--- config.mk ---
export PLATFORM = sky130hd
export DESIGN_NAME = raster_timing_gen
export DESIGN_NICKNAME = d
export VERILOG_FILES = /design/src/rtl/raster_pkg.sv /design/src/rtl/raster_hcnt.sv /design/src/rtl/raster_vcnt.sv /design/src/rtl/raster_decode.sv /design/src/rtl/raster_timing_gen.sv
export SDC_FILE = /design/constraint.sdc
export NUM_CORES = 1
export LEC_CHECK = 0
export BUFFER_PORTS_ARGS = -buffer_cell sky130_fd_sc_hd__buf_2
export CAP_MARGIN = 40
export CORE_ASPECT_RATIO = 0.9
export CORE_MARGIN = 3
export CORE_UTILIZATION = 38
export DETAILED_ROUTE_END_ITERATION = 7
export GPL_ROUTABILITY_DRIVEN = 0
export GPL_TIMING_DRIVEN = 1
export SETUP_SLACK_MARGIN = 0.02
export SLEW_MARGIN = 20
export SYNTH_ARGS = -nofsm -noshare
export SYNTH_HDL_FRONTEND = slang
export SYNTH_HIERARCHICAL = 1
export SYNTH_SLANG_ARGS = --single-unit
export TNS_END_PERCENT = 1
--- constraint.sdc ---
create_clock -name clk -period 3.51 [get_ports clk]
set_input_delay 0 -clock clk [delete_from_list [all_inputs] [get_ports clk]]
set_output_delay 0 -clock clk [all_outputs]
set_load 0.02 [all_outputs]
--- src/rtl/raster_pkg.sv ---
package raster_pkg;

    localparam int VCNT_W = 10;

    typedef enum logic {
        STD_525 = 1'b0,
        STD_625 = 1'b1
    } line_std_e;

    typedef struct packed {
        line_std_e std;
        logic      sq;
    } raster_cfg_t;

    typedef struct packed {
        logic hsync;
        logic vsync;
        logic blank;
        logic field;
        logic active;
    } raster_flags_t;

    localparam logic [VCNT_W-1:0] LINES_525    = 10'd525;
    localparam logic [VCNT_W-1:0] LINES_625    = 10'd625;
    localparam logic [VCNT_W-1:0] F2_START_525 = 10'd263;
    localparam logic [VCNT_W-1:0] F2_START_625 = 10'd313;
    localparam logic [VCNT_W-1:0] ACT_FIRST    = 10'd23;
    localparam logic [VCNT_W-1:0] A1_LAST_525  = 10'd262;
    localparam logic [VCNT_W-1:0] A2_FIRST_525 = 10'd285;
    localparam logic [VCNT_W-1:0] A2_LAST_525  = 10'd524;
    localparam logic [VCNT_W-1:0] A1_LAST_625  = 10'd310;
    localparam logic [VCNT_W-1:0] A2_FIRST_625 = 10'd336;
    localparam logic [VCNT_W-1:0] A2_LAST_625  = 10'd623;
    localparam logic [VCNT_W-1:0] VS_FIRST     = 10'd4;
    localparam logic [VCNT_W-1:0] VS_LAST      = 10'd6;

    function automatic logic [VCNT_W-1:0] frame_lines(line_std_e s);
        return (s == STD_625) ? LINES_625 : LINES_525;
    endfunction

    function automatic logic [VCNT_W-1:0] second_field_start(line_std_e s);
        return (s == STD_625) ? F2_START_625 : F2_START_525;
    endfunction

    function automatic logic in_second_field(line_std_e s, logic [VCNT_W-1:0] v);
        return v >= second_field_start(s);
    endfunction

    // Line number counted from 1 inside the current field.
    function automatic logic [VCNT_W-1:0] line_in_field(line_std_e s, logic [VCNT_W-1:0] v);
        logic [VCNT_W-1:0] base;
        base = in_second_field(s, v) ? (second_field_start(s) - VCNT_W'(1)) : '0;
        return v - base;
    endfunction

    function automatic logic line_is_active(line_std_e s, logic [VCNT_W-1:0] v);
        logic [VCNT_W-1:0] l1, f2, l2;
        l1 = (s == STD_625) ? A1_LAST_625  : A1_LAST_525;
        f2 = (s == STD_625) ? A2_FIRST_625 : A2_FIRST_525;
        l2 = (s == STD_625) ? A2_LAST_625  : A2_LAST_525;
        return ((v >= ACT_FIRST) && (v <= l1)) || ((v >= f2) && (v <= l2));
    endfunction

endpackage

--- src/rtl/raster_hcnt.sv ---
module raster_hcnt #(
    parameter int W = 10
) (
    input  logic         clk,
    input  logic         rst,
    input  logic         en,
    input  logic [W-1:0] htot,
    output logic [W-1:0] h,
    output logic         line_end
);

    assign line_end = en && (h == (htot - W'(1)));

    always_ff @(posedge clk) begin
        if (rst) begin
            h <= '0;
        end else if (line_end) begin
            h <= '0;
        end else if (en) begin
            h <= h + W'(1);
        end
    end

    assert_h_in_line_R2: assert property (@(posedge clk) disable iff (rst)
        h < htot);

    assert_h_hold_R11: assert property (@(posedge clk) disable iff (rst)
        !en |=> $stable(h));

endmodule

--- src/rtl/raster_vcnt.sv ---
module raster_vcnt #(
    parameter int W = 10
) (
    input  logic         clk,
    input  logic         rst,
    input  logic         line_end,
    input  logic [W-1:0] vtot,
    output logic [W-1:0] v,
    output logic         frame_end
);

    assign frame_end = line_end && (v == vtot);

    always_ff @(posedge clk) begin
        if (rst) begin
            v <= W'(1);
        end else if (frame_end) begin
            v <= W'(1);
        end else if (line_end) begin
            v <= v + W'(1);
        end
    end

    assert_v_range_R3: assert property (@(posedge clk) disable iff (rst)
        (v >= W'(1)) && (v <= vtot));

    assert_v_step_R2: assert property (@(posedge clk) disable iff (rst)
        (line_end && !frame_end) |=> (v == $past(v) + W'(1)));

    assert_v_hold_R11: assert property (@(posedge clk) disable iff (rst)
        !line_end |=> $stable(v));

endmodule

--- src/rtl/raster_decode.sv ---
module raster_decode
    import raster_pkg::*;
#(
    parameter int HW      = 10,
    parameter int HSYNC_W = 64
) (
    input  raster_cfg_t          cfg,
    input  logic [HW-1:0]        h,
    input  logic [VCNT_W-1:0]    v,
    input  logic [HW-1:0]        htot,
    input  logic [HW-1:0]        hact,
    output raster_flags_t        flags
);

    localparam logic [HW-1:0] HS_END = HW'(HSYNC_W);

    logic [HW-1:0]     h_first;
    logic [VCNT_W-1:0] lif;
    logic              h_act;
    logic              v_act;

    always_comb begin
        h_first      = htot - hact;
        lif          = line_in_field(cfg.std, v);
        h_act        = (h >= h_first);
        v_act        = line_is_active(cfg.std, v);
        flags.hsync  = (h < HS_END);
        flags.vsync  = (lif >= VS_FIRST) && (lif <= VS_LAST);
        flags.field  = in_second_field(cfg.std, v);
        flags.active = h_act && v_act;
        flags.blank  = !(h_act && v_act);
    end

endmodule

--- src/rtl/raster_timing_gen.sv ---
module raster_timing_gen
    import raster_pkg::*;
#(
    parameter int HCNT_W      = 10,
    parameter int H_TOT_N525  = 858,
    parameter int H_ACT_N525  = 720,
    parameter int H_TOT_S525  = 780,
    parameter int H_ACT_S525  = 640,
    parameter int H_TOT_N625  = 864,
    parameter int H_ACT_N625  = 720,
    parameter int H_TOT_S625  = 944,
    parameter int H_ACT_S625  = 768,
    parameter int HSYNC_W     = 64
) (
    input  logic                 clk,
    input  logic                 rst,
    input  logic                 pix_en,
    input  logic                 std_sel,
    input  logic                 sq_sel,
    output logic [HCNT_W-1:0]    h_count,
    output logic [VCNT_W-1:0]    v_count,
    output logic                 hsync,
    output logic                 vsync,
    output logic                 blank,
    output logic                 field,
    output logic                 active
);

    localparam logic [HCNT_W-1:0] HT_N525 = HCNT_W'(H_TOT_N525);
    localparam logic [HCNT_W-1:0] HA_N525 = HCNT_W'(H_ACT_N525);
    localparam logic [HCNT_W-1:0] HT_S525 = HCNT_W'(H_TOT_S525);
    localparam logic [HCNT_W-1:0] HA_S525 = HCNT_W'(H_ACT_S525);
    localparam logic [HCNT_W-1:0] HT_N625 = HCNT_W'(H_TOT_N625);
    localparam logic [HCNT_W-1:0] HA_N625 = HCNT_W'(H_ACT_N625);
    localparam logic [HCNT_W-1:0] HT_S625 = HCNT_W'(H_TOT_S625);
    localparam logic [HCNT_W-1:0] HA_S625 = HCNT_W'(H_ACT_S625);

    raster_cfg_t         cfg;
    raster_cfg_t         cfg_in;
    raster_flags_t       flags;
    logic [HCNT_W-1:0]   htot;
    logic [HCNT_W-1:0]   hact;
    logic [VCNT_W-1:0]   vtot;
    logic                line_end;
    logic                frame_end;

    assign cfg_in = '{std: line_std_e'(std_sel), sq: sq_sel};

    // Selection is captured at reset and at each frame boundary only.
    always_ff @(posedge clk) begin
        if (rst || frame_end) begin
            cfg <= cfg_in;
        end
    end

    always_comb begin
        case ({cfg.std, cfg.sq})
            2'b00:   begin htot = HT_N525; hact = HA_N525; end
            2'b01:   begin htot = HT_S525; hact = HA_S525; end
            2'b10:   begin htot = HT_N625; hact = HA_N625; end
            default: begin htot = HT_S625; hact = HA_S625; end
        endcase
        vtot = frame_lines(cfg.std);
    end

    raster_hcnt #(.W(HCNT_W)) u_hcnt (
        .clk      (clk),
        .rst      (rst),
        .en       (pix_en),
        .htot     (htot),
        .h        (h_count),
        .line_end (line_end)
    );

    raster_vcnt #(.W(VCNT_W)) u_vcnt (
        .clk       (clk),
        .rst       (rst),
        .line_end  (line_end),
        .vtot      (vtot),
        .v         (v_count),
        .frame_end (frame_end)
    );

    raster_decode #(.HW(HCNT_W), .HSYNC_W(HSYNC_W)) u_decode (
        .cfg   (cfg),
        .h     (h_count),
        .v     (v_count),
        .htot  (htot),
        .hact  (hact),
        .flags (flags)
    );

    assign hsync  = flags.hsync;
    assign vsync  = flags.vsync;
    assign blank  = flags.blank;
    assign field  = flags.field;
    assign active = flags.active;

    assert_cfg_frame_only_R12: assert property (@(posedge clk) disable iff (rst)
        !frame_end |=> $stable(cfg));

    assert_frame_restart_R3: assert property (@(posedge clk) disable iff (rst)
        frame_end |=> ((h_count == '0) && (v_count == VCNT_W'(1))));

    assert_vsync_blank_R9: assert property (@(posedge clk) disable iff (rst)
        vsync |-> blank);

    assert_hsync_blank_R4: assert property (@(posedge clk) disable iff (rst)
        hsync |-> blank);

    assert_field_edge_R8: assert property (@(posedge clk) disable iff (rst)
        $rose(field) |-> ((h_count == '0) && (v_count == second_field_start(cfg.std))));

    assert_out_hold_R11: assert property (@(posedge clk) disable iff (rst)
        !pix_en |=> ($stable(hsync) && $stable(vsync) && $stable(blank) && $stable(field)));

endmodule

==> results.md, run 1 <==
- Clk_lat worst skew: 0.26 ns
- Placed Cells incl. Taps: 493
- Layout cells sized above 1: 26.1%
- Sw Pwr: 0.372 mW
- Status: finished clean
- Critical Path Fanout Max: 5
- Least-Margin Pin Slew: approximately 0.55 ns
- Top delay family on crit path: simple AND/OR/NAND/NOR gates
- Clk network pwr share: 16.3%
- Lkg Pwr: 1.56 nW
- Final hold vios: 0
- Gate Count Post-Synth: around 340
- Antenna-violating nets left: 0
- Setup violators final: 0
- CP Launch Type: flop
- Setup CP Type: reg -> out
- Worst min-delay path class: in -> reg
- Crit-path slowest cell: edfxtp_1
- GR Overflow Total: 0
- First-pass iteration count of the detailed router: 5
- Number of global-route vias before repair: 2366
- Largest net degree at the start of global routing: 14
- Clk sink count: 22
- Die H: between 80 and 90 um
- WP data required: 3.51 ns
- Max Cap Viol: 0
- Bufs on Longest Clock Path: 2
- Register area share after synthesis: 16.4%
- Internal: 0.570 mW
- CP Data Arrival Time: 3.41 ns
- Hold Crit Depth: 3
- Synth warn: 6
- Power per cell area: 261 mW/mm2
- Clk_skew: roughly 0.008 ns
- Register clock-pin slew on the reported worst setup and hold paths: 0.08 ns
- Antenna Cells: 0
- CTS tree: built
- Peak supply drop: around 0.38 mV
- Post-Layout Cell Count: slightly above 500
- Seq pwr share: 33.2%
- EDFF count, synth: 2
- DRT iter0 DRCs: roughly 110
- WP buf/inv: 3
- Sw Ratio: 39.5%
- Final WL: 7390 um
- Port Buf Inserts: 29
- Die width: roughly 97 um
- Io pins: 30
- FMAX: between 200 and 300 MHz
- Yosys cell types: 62
- Nets: 468
- First-pass GRT wire length: 11900 um
- Initial core utilization: 39.5%
- Min Tclk post-route: 3.41 ns
- Final slew viol count: 0
- Headroom to the max-slew limit: a little under two thirds
- Total CTS buffers: 3
- R2R cell count: 13
- CP Capture Type: output port
- DP HPWL: between 5000 and 6000 um
- Post-route DRC: 0
- Row count: 29
- Final period utilization: between 90% and 100%
- Post-Syn Area: 0.00281 mm2
- CP Cell Sequence: buf_4, ha_1, or2_4, inv_1, ha_4, or2_2, and3_1, a221oi_4, xnor2_1, ha_1, o2111ai_2, a21o_1, buf_4
- Count of state elements after synthesis: 22
- Initial antenna violation count: 0
- H-tree Lvls: 1
- DR WL/cell: 14.5 um
- All-layer global routing usage: between 10% and 20%
- P&R area growth vs syn: 28.4%
- Levels on crit path: 13
- Critical Path Max Stage Delay: 0.48 ns
- Placeable Area: 0.00711 mm2
- Vias: 2660
- Async set-reset flop share out of synthesis: 0%
- Layout Utilization: 50.7%
- Combinational cell fraction of total power: 50.5%
- Vias per cell: 5.21
- Die ar.: between 0.008 and 0.009 mm2
- Root Driver: clkbuf_8
- Syn_area_per_cell: 8.29 um2
- Primary FF master, synth: dfxtp_1
- RSZ-0062 raised after global routing: true
flip-flops by register name, summed over array words and instances, names as in the netlist:
register / count
cfg: 2
u_vcnt/v: 10
u_hcnt/h: 10
cell type report:
class | count | area [um2]
Fill cell | 709 | 3500
Multi-Input combinational cell | 303 | 2460
Sequential cell | 22 | 460
Clock buffer | 3 | 41.3
Tap cell | 93 | 116
Inverter | 28 | 105
Timing Repair Buffer | 61 | 418
Clock inverter | 1 | 3.75
tightest hold or removal path, cell delays in order:
cell,delay [ns]
buf_2,0.16
mux2i_1,0.09
a21oi_1,0.11
placed cells by master, fill, tap and decap left out, types with 6 or more instances in the layout:
| cell | synthesis | final |
|---|---|---|
| dfxtp_1 | 20 | 20 |
| nand4_1 | 12 | 12 |
| o21ai_0 | 11 | 8 |
| xnor2_1 | 29 | 28 |
| nand2b_1 | 7 | 7 |
| buf_2 | 1 | 26 |
| a21oi_1 | 22 | 18 |
| a21o_1 | 6 | 6 |
| ha_1 | 42 | 33 |
| buf_4 | 0 | 30 |
| xor2_1 | 21 | 21 |
| nor2b_1 | 6 | 6 |
| inv_1 | 28 | 24 |
| nand2_1 | 17 | 15 |
| conb_1 | 2 | 22 |
| nor2_1 | 32 | 31 |
cell families (layout without fill, tap and decap cells):
family / count (synthesis) / after routing / share of synthesized area [%]
compound gates: 75 / 75 / 20.5
xor+xnor: 50 / 50 / 15.6
fa+ha+maj: 44 / 44 / 20.1
buf+inv: 34 / 93 / 4.99
flops: 22 / 22 / 16.4
mux: 2 / 2 / 0.712
other cells: 2 / 22 / 0.267
simple gates: 110 / 110 / 21.5
Yosys cell counts, types with 3 or more instances:
| cell type | count | share of area (%) |
|---|---|---|
| nor4_1 | 4 | 0.89 |
| a211oi_1 | 4 | 1.1 |
| xnor2_1 | 29 | 9.0 |
| nor3_1 | 5 | 0.89 |
| nor2_1 | 32 | 4.3 |
| or2_1 | 4 | 0.89 |
| o31a_1 | 3 | 0.94 |
| a21o_1 | 6 | 1.6 |
| dfxtp_1 | 20 | 14 |
| ha_1 | 42 | 19 |
| o21a_1 | 4 | 1.1 |
| and3_1 | 4 | 0.89 |
| o2111ai_1 | 4 | 1.2 |
| inv_1 | 28 | 3.7 |
| o21ai_0 | 11 | 2.0 |
| a21oi_1 | 22 | 3.9 |
| nand4_1 | 12 | 2.7 |
| nand2_1 | 17 | 2.3 |
| xor2_1 | 21 | 6.5 |
| clkbuf_1 | 3 | 0.40 |
| nor2b_1 | 6 | 1.3 |
| nand3_1 | 5 | 0.89 |
| nand2b_1 | 7 | 1.6 |
per-layer routing:
layer | share of wire [%] | GRT usage [%] | up-vias
li1 | - | - | 1354
met1 | 51 | 25.5 | 1261
met2 | 46 | 26.9 | 41
met3 | 2.2 | 1.19 | 4
met4 | 0.58 | 2.68 | 0
met5 | 0 | 0 | -
what timing repair did:
action	4_1_cts	5_1_grt
hold buffers	2	0
hold endpoints to repair	2	0
endpoints found under the setup margin	3	15
pin swaps	4	20
gates resized for setup	14	31
buffers inserted	3	9
power by group through the flow:
stage	clock (mW)	sequential (mW)	combinational (mW)
final	0.154	0.313	0.476
after CTS	0.159	0.312	0.415
after floorplan	0	0.328	0.289
after detailed placement	0	0.318	0.393
after global placement	0	0.317	0.390
after global routing	0.171	0.319	0.530
final timing paths:
kind | from | slack [ns] | endpoint
worst max register to register | cfg[1] | 0.12 | u_vcnt/v[1]
worst max-delay path | cfg[1] | 0.10 | blank
worst min-delay path | pix_en | 0.14 | u_hcnt/h[1]
worst min register to register | u_hcnt/h[3] | 0.66 | u_hcnt/h[3]
metrics by stage:
step | total power, mW | setup TNS [ns] | instance area (um2) | hold WS [ns] | setup WS [ns]
2_1_floorplan | 0.617 | 0 | 2890 | 0.0989 | 0.0769
3_3_place_gp | 0.707 | 0 | 3250 | 0.200 | 0.141
3_5_place_dp | 0.710 | 0 | 3250 | 0.199 | 0.0459
4_1_cts | 0.887 | 0 | 3390 | 0.108 | 0.0162
5_1_grt | 1.02 | -0.0495 | 3610 | 0.157 | -0.0337
6_report | 0.943 | 0 | 3610 | 0.137 | 0.105
Power figures use the tool's default switching activity.
==> run 2: changes to the inputs <==
--- a/config.mk
+++ b/config.mk
@@ -5,6 +5,7 @@
 export SDC_FILE = /design/constraint.sdc
 export NUM_CORES = 1
 export LEC_CHECK = 0
+export ABC_AREA = 1
 export BUFFER_PORTS_ARGS = -buffer_cell sky130_fd_sc_hd__buf_2
 export CAP_MARGIN = 40
 export CORE_ASPECT_RATIO = 0.9
==> results.md, run 2 <==
- Clk sink count: 22 (unchanged)
- DP HPWL: 6590 um (was 5450 um)
- Peak supply drop: 0.162 mV (was 0.382 mV)
- Hold Crit Depth: 3 (unchanged)
- CTS tree: built (unchanged)
- Layout Utilization: 51.4% (was 50.7%)
- Gate Count Post-Synth: 538 (was 339)
- Yosys cell types: 34 (was 62)
- Antenna Cells: 0 (unchanged)
- Synth top area cells: nand2_1 16%, ha_1 16%, dfxtp_1 12% (was ha_1 19%, dfxtp_1 14%, xnor2_1 9.0%)
- FMAX: 293 MHz (was 294 MHz)
- Largest net degree at the start of global routing: 14 (unchanged)
- CP Data Arrival Time: 3.41 ns (about the same)
- Final hold vios: 0 (unchanged)
- Most frequent cells in the layout: 133 x nand2_1, 92 x inv_1, 62 x nor2_1, 29 x ha_1, 29 x nand3_1 (was 33 x ha_1, 31 x nor2_1, 30 x buf_4, 28 x xnor2_1, 26 x buf_2)
- Register clock-pin slew on the reported worst setup and hold paths: 0.10 ns (was 0.08 ns)
- Vias: 3428 (was 2660)
- Met3 GRT Util: 1.94% (was 1.19%)
- HP Start: rst (was pix_en)
- Port Buf Inserts: 29 (unchanged)
- Max Cap Viol: 0 (unchanged)
- EDFF count, synth: 2 (unchanged)
- Placeable Area: 0.00815 mm2 (was 0.00711 mm2)
- Async set-reset flop share out of synthesis: 0% (unchanged)
- RSZ-0062 raised after global routing: true (unchanged)
- Antenna-violating nets left: 0 (unchanged)
- Lkg Pwr: 2.13 nW (was 1.56 nW)
- Count of state elements after synthesis: 22 (unchanged)
- P&R area growth vs syn: 29.7% (was 28.4%)
- Critical Path Fanout Max: 6 (was 5)
- Nets: 675 (was 468)
- First-pass GRT wire length: 13900 um (was 11900 um)
- Total CTS buffers: 3 (unchanged)
- Largest regs: u_hcnt/h (10), u_vcnt/v (10), cfg (2) (unchanged)
- Synth area leader: nand2_1 (was ha_1)
- Layout cells sized above 1: 23.0% (was 26.1%)
- Worst R2R End: cfg[0] (was u_vcnt/v[1])
- Die ar.: 0.00963 mm2 (was 0.00846 mm2)
- All-layer global routing usage: 17.6% (was 16.9%)
- Final WS setup: 0.0952 ns (was 0.105 ns)
- Final period utilization: 97.3% (was 97.0%)
- R2R cell count: 21 (was 13)
- DR WL/cell: 11.9 um (was 14.5 um)
- Gr busiest metal: met2 (unchanged)
- Power per cell area: 226 mW/mm2 (was 261 mW/mm2)
- Commonest non-fill, non-tap cell in the layout: nand2_1 (was ha_1)
- Primary FF master, synth: dfxtp_1 (unchanged)
- Io pins: 30 (unchanged)
- Final slew viol count: 0 (unchanged)
- Syn_area_per_cell: 6.00 um2 (was 8.29 um2)
- Vias per cell: 4.73 (was 5.21)
- Register area share after synthesis: 14.3% (was 16.4%)
- Min Tclk post-route: 3.41 ns (about the same)
- Setup total negative slack: 0 ns (unchanged)
- Worst reg2reg setup slack: 0.39 ns (was 0.12 ns)
- First-pass iteration count of the detailed router: 4 (was 5)
- DRT iter0 DRCs: 146 (was 111)
- Yosys top cell area share: 16.4% (was 18.7%)
- Row count: 31 (was 29)
- Setup violators final: 0 (unchanged)
- Commonest cells post-synth: 141 x nand2_1, 98 x inv_1, 67 x nor2_1, 42 x ha_1, 30 x nand3_1 (was 42 x ha_1, 32 x nor2_1, 29 x xnor2_1, 28 x inv_1, 22 x a21oi_1)
- CP Capture Type: output port (unchanged)
- Die width: 103 um (was 96.6 um)
- GR Layer Usage met1: 26.6% (was 25.5%)
- Post-Syn Area: 0.00323 mm2 (was 0.00281 mm2)
- GR Overflow Total: 0 (unchanged)
- Setup CP Type: reg -> out (unchanged)
- Initial antenna violation count: 0 (unchanged)
- Worst min-delay path class: in -> reg (unchanged)
- WP data required: 3.51 ns (about the same)
- Place WS: 0.285 ns (was 0.0459 ns)
- Initial core utilization: 39.6% (was 39.5%)
- Clk_skew: 0.00963 ns (was 0.00819 ns)
- RR Startpoint: cfg[1] (unchanged)
- Root Driver: clkbuf_8 (unchanged)
- Cell with the most instances after synthesis: nand2_1 (was ha_1)
- Status: finished clean (unchanged)
- Bufs on Longest Clock Path: 2 (unchanged)
- Clk_lat worst skew: 0.27 ns (was 0.26 ns)
- Die H: 93.4 um (was 87.6 um)
- Min-Delay Endpoint: u_vcnt/v[0] (was u_hcnt/h[1])
- H-tree Lvls: 1 (unchanged)
- Synth warn: 6 (unchanged)
- Number of global-route vias before repair: 3031 (was 2366)
- CP Launch Type: flop (unchanged)
- Post-route DRC: 0 (unchanged)
- Final WL: 8590 um (was 7390 um)
- GRT met2 Usage: 26.9% (about the same)
run 2: changes by cell type in the layout (fill, tap and decap cells not counted), moves of 5 or more:
cell	change
nand2b_1	-7
nor2_1	+31
nand3_1	+24
xnor2_1	-17
a21o_1	-5
nor2_2	+14
ha_4	+7
inv_1	+68
nand2_1	+118
nand2_2	+12
inv_2	+6
nor2b_1	-6
run 2: metal layers:
layer  wire length [um]  vias to the layer above  share of wire, %
li1                   -                     1824                 -
met1               4420                     1546                52
met2               3820                       50                44
met3                263                        8               3.1
met4                 80                        0              0.93
met5                  0                        -                 0
run 2: critical path: stages, from the launching register on:
cell and delay, ns:
edfxtp_1 0.50, buf_6 0.18, ha_1 0.19, or2_4 0.30, inv_2 0.08, ha_4 0.21
nand2_1 0.10, inv_1 0.07, a21oi_1 0.19, nand2_1 0.10, xor2_1 0.15, ha_1 0.33
a21oi_2 0.15, o21a_1 0.13, nand3_1 0.09, nor2_2 0.15, inv_1 0.05, nand2_1 0.07
buf_4 0.14
run 2: cells by family (layout without fill, tap and decap cells):
group | Yosys count | count (layout) | share of synthesized area, %
compound gates | 49 | 49 | 8.57
simple gates | 287 | 287 | 39.1
flops | 22 | 22 | 14.3
other cells | 2 | 26 | 0.233
buf+inv | 105 | 168 | 12.5
fa+ha+maj | 44 | 44 | 17.5
xor+xnor | 29 | 29 | 7.87
run 2: how the worst max path moves through the flow:
stage,from,to,slack (ns)
after detailed placement,cfg[1],vsync,0.28
after global routing,cfg[1],blank,-0.06
after CTS,cfg[1],active,-0.004
after global placement,cfg[1],blank,0.34
final,cfg[1],blank,0.1
after floorplan,cfg[1],active,0.25
run 2: area by class of cell:
type | instances | area (um2)
multi-input combinational | 435 | 2690
sequential | 22 | 460
tap | 99 | 124
clock inverter | 1 | 30.0
fill | 814 | 3960
timing repair buffer | 60 | 435
inverter | 104 | 398
clock buffer | 3 | 41.3
run 2: report_power, final:
group          total (mW)  switching [mW]  internal (mW)
combinational       0.434           0.249          0.186
sequential          0.265         0.00706          0.258
clock               0.247          0.0947          0.152
run 2: repair_timing:
item / in CTS / in global routing
pin swaps: 0 / 29
buffers inserted: 1 / 16
endpoints found under the hold margin: 2 / 0
gates resized for setup: 2 / 66
endpoints found under the setup margin: 3 / 3
hold buffers: 2 / 0
gates cloned: 0 / 1
run 2: stage by stage:
stage | instance area (um2) | power [mW] | hold WS, ns | instances
3_3_place_gp | 3660 | 0.587 | 0.184 | 700
2_1_floorplan | 3320 | 0.524 | 0.0989 | 562
3_5_place_dp | 3660 | 0.592 | 0.178 | 700
5_1_grt | 4180 | 1.02 | 0.0469 | 724
4_1_cts | 3760 | 0.847 | 0.00695 | 707
6_report | 4180 | 0.946 | 0.0121 | 724
==> run 3: changes to the inputs <==
--- a/config.mk
+++ b/config.mk
@@ -10,7 +10,7 @@
 export CAP_MARGIN = 40
 export CORE_ASPECT_RATIO = 0.9
 export CORE_MARGIN = 3
-export CORE_UTILIZATION = 38
+export CORE_UTILIZATION = 26
 export DETAILED_ROUTE_END_ITERATION = 7
 export GPL_ROUTABILITY_DRIVEN = 0
 export GPL_TIMING_DRIVEN = 1
==> constraint.sdc (replaced) <==
create_clock -name clk -period 3.5 [get_ports clk]
set_input_delay 0 -clock clk [delete_from_list [all_inputs] [get_ports clk]]
set_output_delay 0 -clock clk [all_outputs]
set_load 0.005 [all_outputs]
==> results.md, run 3 (synthesis results as in run 2) <==
- Die ar.: 0.0138 mm2 (was 0.00963 mm2)
- Clk sink count: 22 (unchanged)
- H-tree Lvls: 1 (unchanged)
- Final period utilization: 94.7%
- Status: finished clean (unchanged)
- Vias: 3336 (was 3428)
- Final hold vios: 0 (unchanged)
- Place WS: 0.257 ns (was 0.285 ns)
- GR Layer Usage met1: 16.1% (was 26.6%)
- Layout cells sized above 1: 18.1% (was 23.0%)
- GRT met2 Usage: 21.1% (was 26.9%)
- Die width: 123 um (was 103 um)
- CP Launch Type: flop (unchanged)
- Port Buf Inserts: 29 (unchanged)
- Design area: 0.00403 mm2 (was 0.00418 mm2)
- HP Start: rst (unchanged)
- Layout Utilization: 34.3% (was 51.4%)
- Gr busiest metal: met2 (unchanged)
- RSZ-0062 raised after global routing: true (unchanged)
- Post-DP Area: 0.00371 mm2 (was 0.00366 mm2)
- Min-Delay Endpoint: u_vcnt/v[0] (unchanged)
- Post-route DRC: 0 (unchanged)
- Antenna Cells: 0 (unchanged)
- Die H: 112 um (was 93.4 um)
- Final slew viol count: 0 (unchanged)
- Min Tclk post-route: 3.31 ns
- Internal: 0.573 mW (was 0.596 mW)
- Power per cell area: 224 mW/mm2 (was 226 mW/mm2)
- Row count: 37 (was 31)
- Initial core utilization: 27.4% (was 39.6%)
- First-pass GRT wire length: 13900 um (about the same)
- Sw Ratio: 36.6% (was 37.0%)
- Peak supply drop: 0.161 mV (was 0.162 mV)
- Placed Cells incl. Taps: 755 (was 700)
- First-pass iteration count of the detailed router: 4 (unchanged)
- Io pins: 30 (unchanged)
- Root Driver: clkbuf_16 (was clkbuf_8)
- Bufs on Longest Clock Path: 2 (unchanged)
- R2R cell count: 16 (was 21)
- Clk network pwr share: 27.1% (was 26.1%)
- Max Cap Viol: 0 (unchanged)
- Critical Path Max Stage Delay: 0.50 ns (about the same)
- Clk_skew: 0.00827 ns (was 0.00963 ns)
- Total CTS buffers: 3 (unchanged)
- P&R area growth vs syn: 25.0% (was 29.7%)
- Worst reg2reg setup slack: 0.42 ns (was 0.39 ns)
- Vias per cell: 4.33 (was 4.73)
- Worst R2R End: cfg[1] (was cfg[0])
- Met3 GRT Util: 1.52% (was 1.94%)
- Largest regs: u_hcnt/h (10), u_vcnt/v (10), cfg (2) (unchanged)
- All-layer global routing usage: 12.1% (was 17.6%)
- Lkg Pwr: 2.07 nW (was 2.13 nW)
- DP HPWL: 6580 um (was 6590 um)
- Sw Pwr: 0.330 mW (was 0.350 mW)
- Seq pwr share: 29.4% (was 28.0%)
- Final WL: 8460 um (was 8590 um)
- DR WL/cell: 11.0 um (was 11.9 um)
- Antenna-violating nets left: 0 (unchanged)
- Critical Path Fanout Max: 6 (unchanged)
- Combinational cell fraction of total power: 43.5% (was 45.9%)
- Largest net degree at the start of global routing: 13 (was 14)
- Crit-path slowest cell: edfxtp_1 (unchanged)
- Post-Layout Cell Count: 770 (was 724)
- Nets: 664 (was 675)
- Clk_lat worst skew: 0.26 ns (was 0.27 ns)
- Setup CP Type: reg -> out (unchanged)
- CTS tree: built (unchanged)
- Hold Crit Depth: 3 (unchanged)
- Register clock-pin slew on the reported worst setup and hold paths: 0.06 ns (was 0.10 ns)
- Placeable Area: 0.0118 mm2 (was 0.00815 mm2)
- Final WS setup: 0.186 ns (was 0.0952 ns)
- Initial antenna violation count: 0 (unchanged)
- DRT iter0 DRCs: 107 (was 146)
- CP Capture Type: output port (unchanged)
- WP data required: 3.50 ns (was 3.51 ns)
- FMAX: 302 MHz
- Number of global-route vias before repair: 2993 (was 3031)
- Commonest non-fill, non-tap cell in the layout: nand2_1 (unchanged)
- Most frequent cells in the layout: 136 x nand2_1, 95 x inv_1, 65 x nor2_1, 33 x ha_1, 30 x nand3_1 (was 133 x nand2_1, 92 x inv_1, 62 x nor2_1, 29 x ha_1, 29 x nand3_1)
- Worst min-delay path class: in -> reg (unchanged)
- CP Data Arrival Time: 3.31 ns (was 3.41 ns)
- Setup violators final: 0 (unchanged)
- GR Overflow Total: 0 (unchanged)
- CP Cell Sequence: buf_4, ha_1, or2_4, ha_4, nand2_2, nor3_2, nand3_1, nand3_1, nand2_1, nand2_1, ha_4, a21oi_1, o21a_1, nand3_1, nor2_2, inv_1, nand2_1, buf_2 (was buf_6, ha_1, or2_4, inv_2, ha_4, nand2_1, inv_1, a21oi_1, nand2_1, xor2_1, ha_1, a21oi_2, o21a_1, nand3_1, nor2_2, inv_1, nand2_1, buf_4)
- RR Startpoint: cfg[1] (unchanged)
-- run 3: timing repair --
action | in CTS | in global routing
endpoints found under the hold margin | 2 | 0
setup endpoints to repair | 2 | 5
pin swaps | 0 | 17
gates resized for setup | 1 | 35
buffers inserted | 0 | 9
hold buffers | 2 | 0
-- run 3: worst max path at each step --
stage	start	end	slack (ns)	cells past startpoint
3_5_place_dp	cfg[1]	active	0.26	19
3_3_place_gp	cfg[1]	blank	0.37	19
2_1_floorplan	cfg[1]	blank	0.45	19
6_report	cfg[1]	blank	0.19	18
4_1_cts	cfg[1]	blank	0.05	17
5_1_grt	cfg[1]	active	-0.02	19
-- run 3: cell type report --
cell class              count  area, um2
inverters                 104        393
repair buffers             49        300
multi-input cells         435       2610
clock inverters             1       3.75
fillers                  1331       7730
flip-flops and latches     22        460
well taps                 156        195
clock buffers               3       75.1
-- run 3: worst max-delay path, delay by kind of cell (launching register included) --
| family | cells | cell delay [ns] |
|---|---|---|
| adder cells (fa/ha/maj) | 3 | 0.70 |
| AND/OR/NAND/NOR | 10 | 1.27 |
| AO/OA/AOI/OAI | 2 | 0.26 |
| flip-flops | 1 | 0.50 |
| buffers and inverters | 3 | 0.33 |
-- run 3: metrics by stage --
stage / hold slack, ns / TNS [ns] / total power, mW
finish: 0.0297 / 0 / 0.903
global placement: 0.207 / 0 / 0.586
floorplan: 0.0989 / 0 / 0.523
CTS: 0.0321 / 0 / 0.841
global route: 0.0573 / -0.0293 / 0.983
detailed placement: 0.207 / 0 / 0.589
-- run 3: power by group through the flow --
| stage | combinational [mW] | sequential, mW | clock [mW] |
|---|---|---|---|
| after global routing | 0.447 | 0.267 | 0.269 |
| after floorplan | 0.252 | 0.271 | 0 |
| after detailed placement | 0.318 | 0.271 | 0 |
| after global placement | 0.315 | 0.271 | 0 |
| after CTS | 0.323 | 0.265 | 0.253 |
| final | 0.393 | 0.266 | 0.245 |
-- run 3: metal layers --
metal,vias up,part of all wire (%)
met4,0,0.76
met2,39,48
li1,1806,-
met3,6,2.7
met5,-,0
met1,1485,49
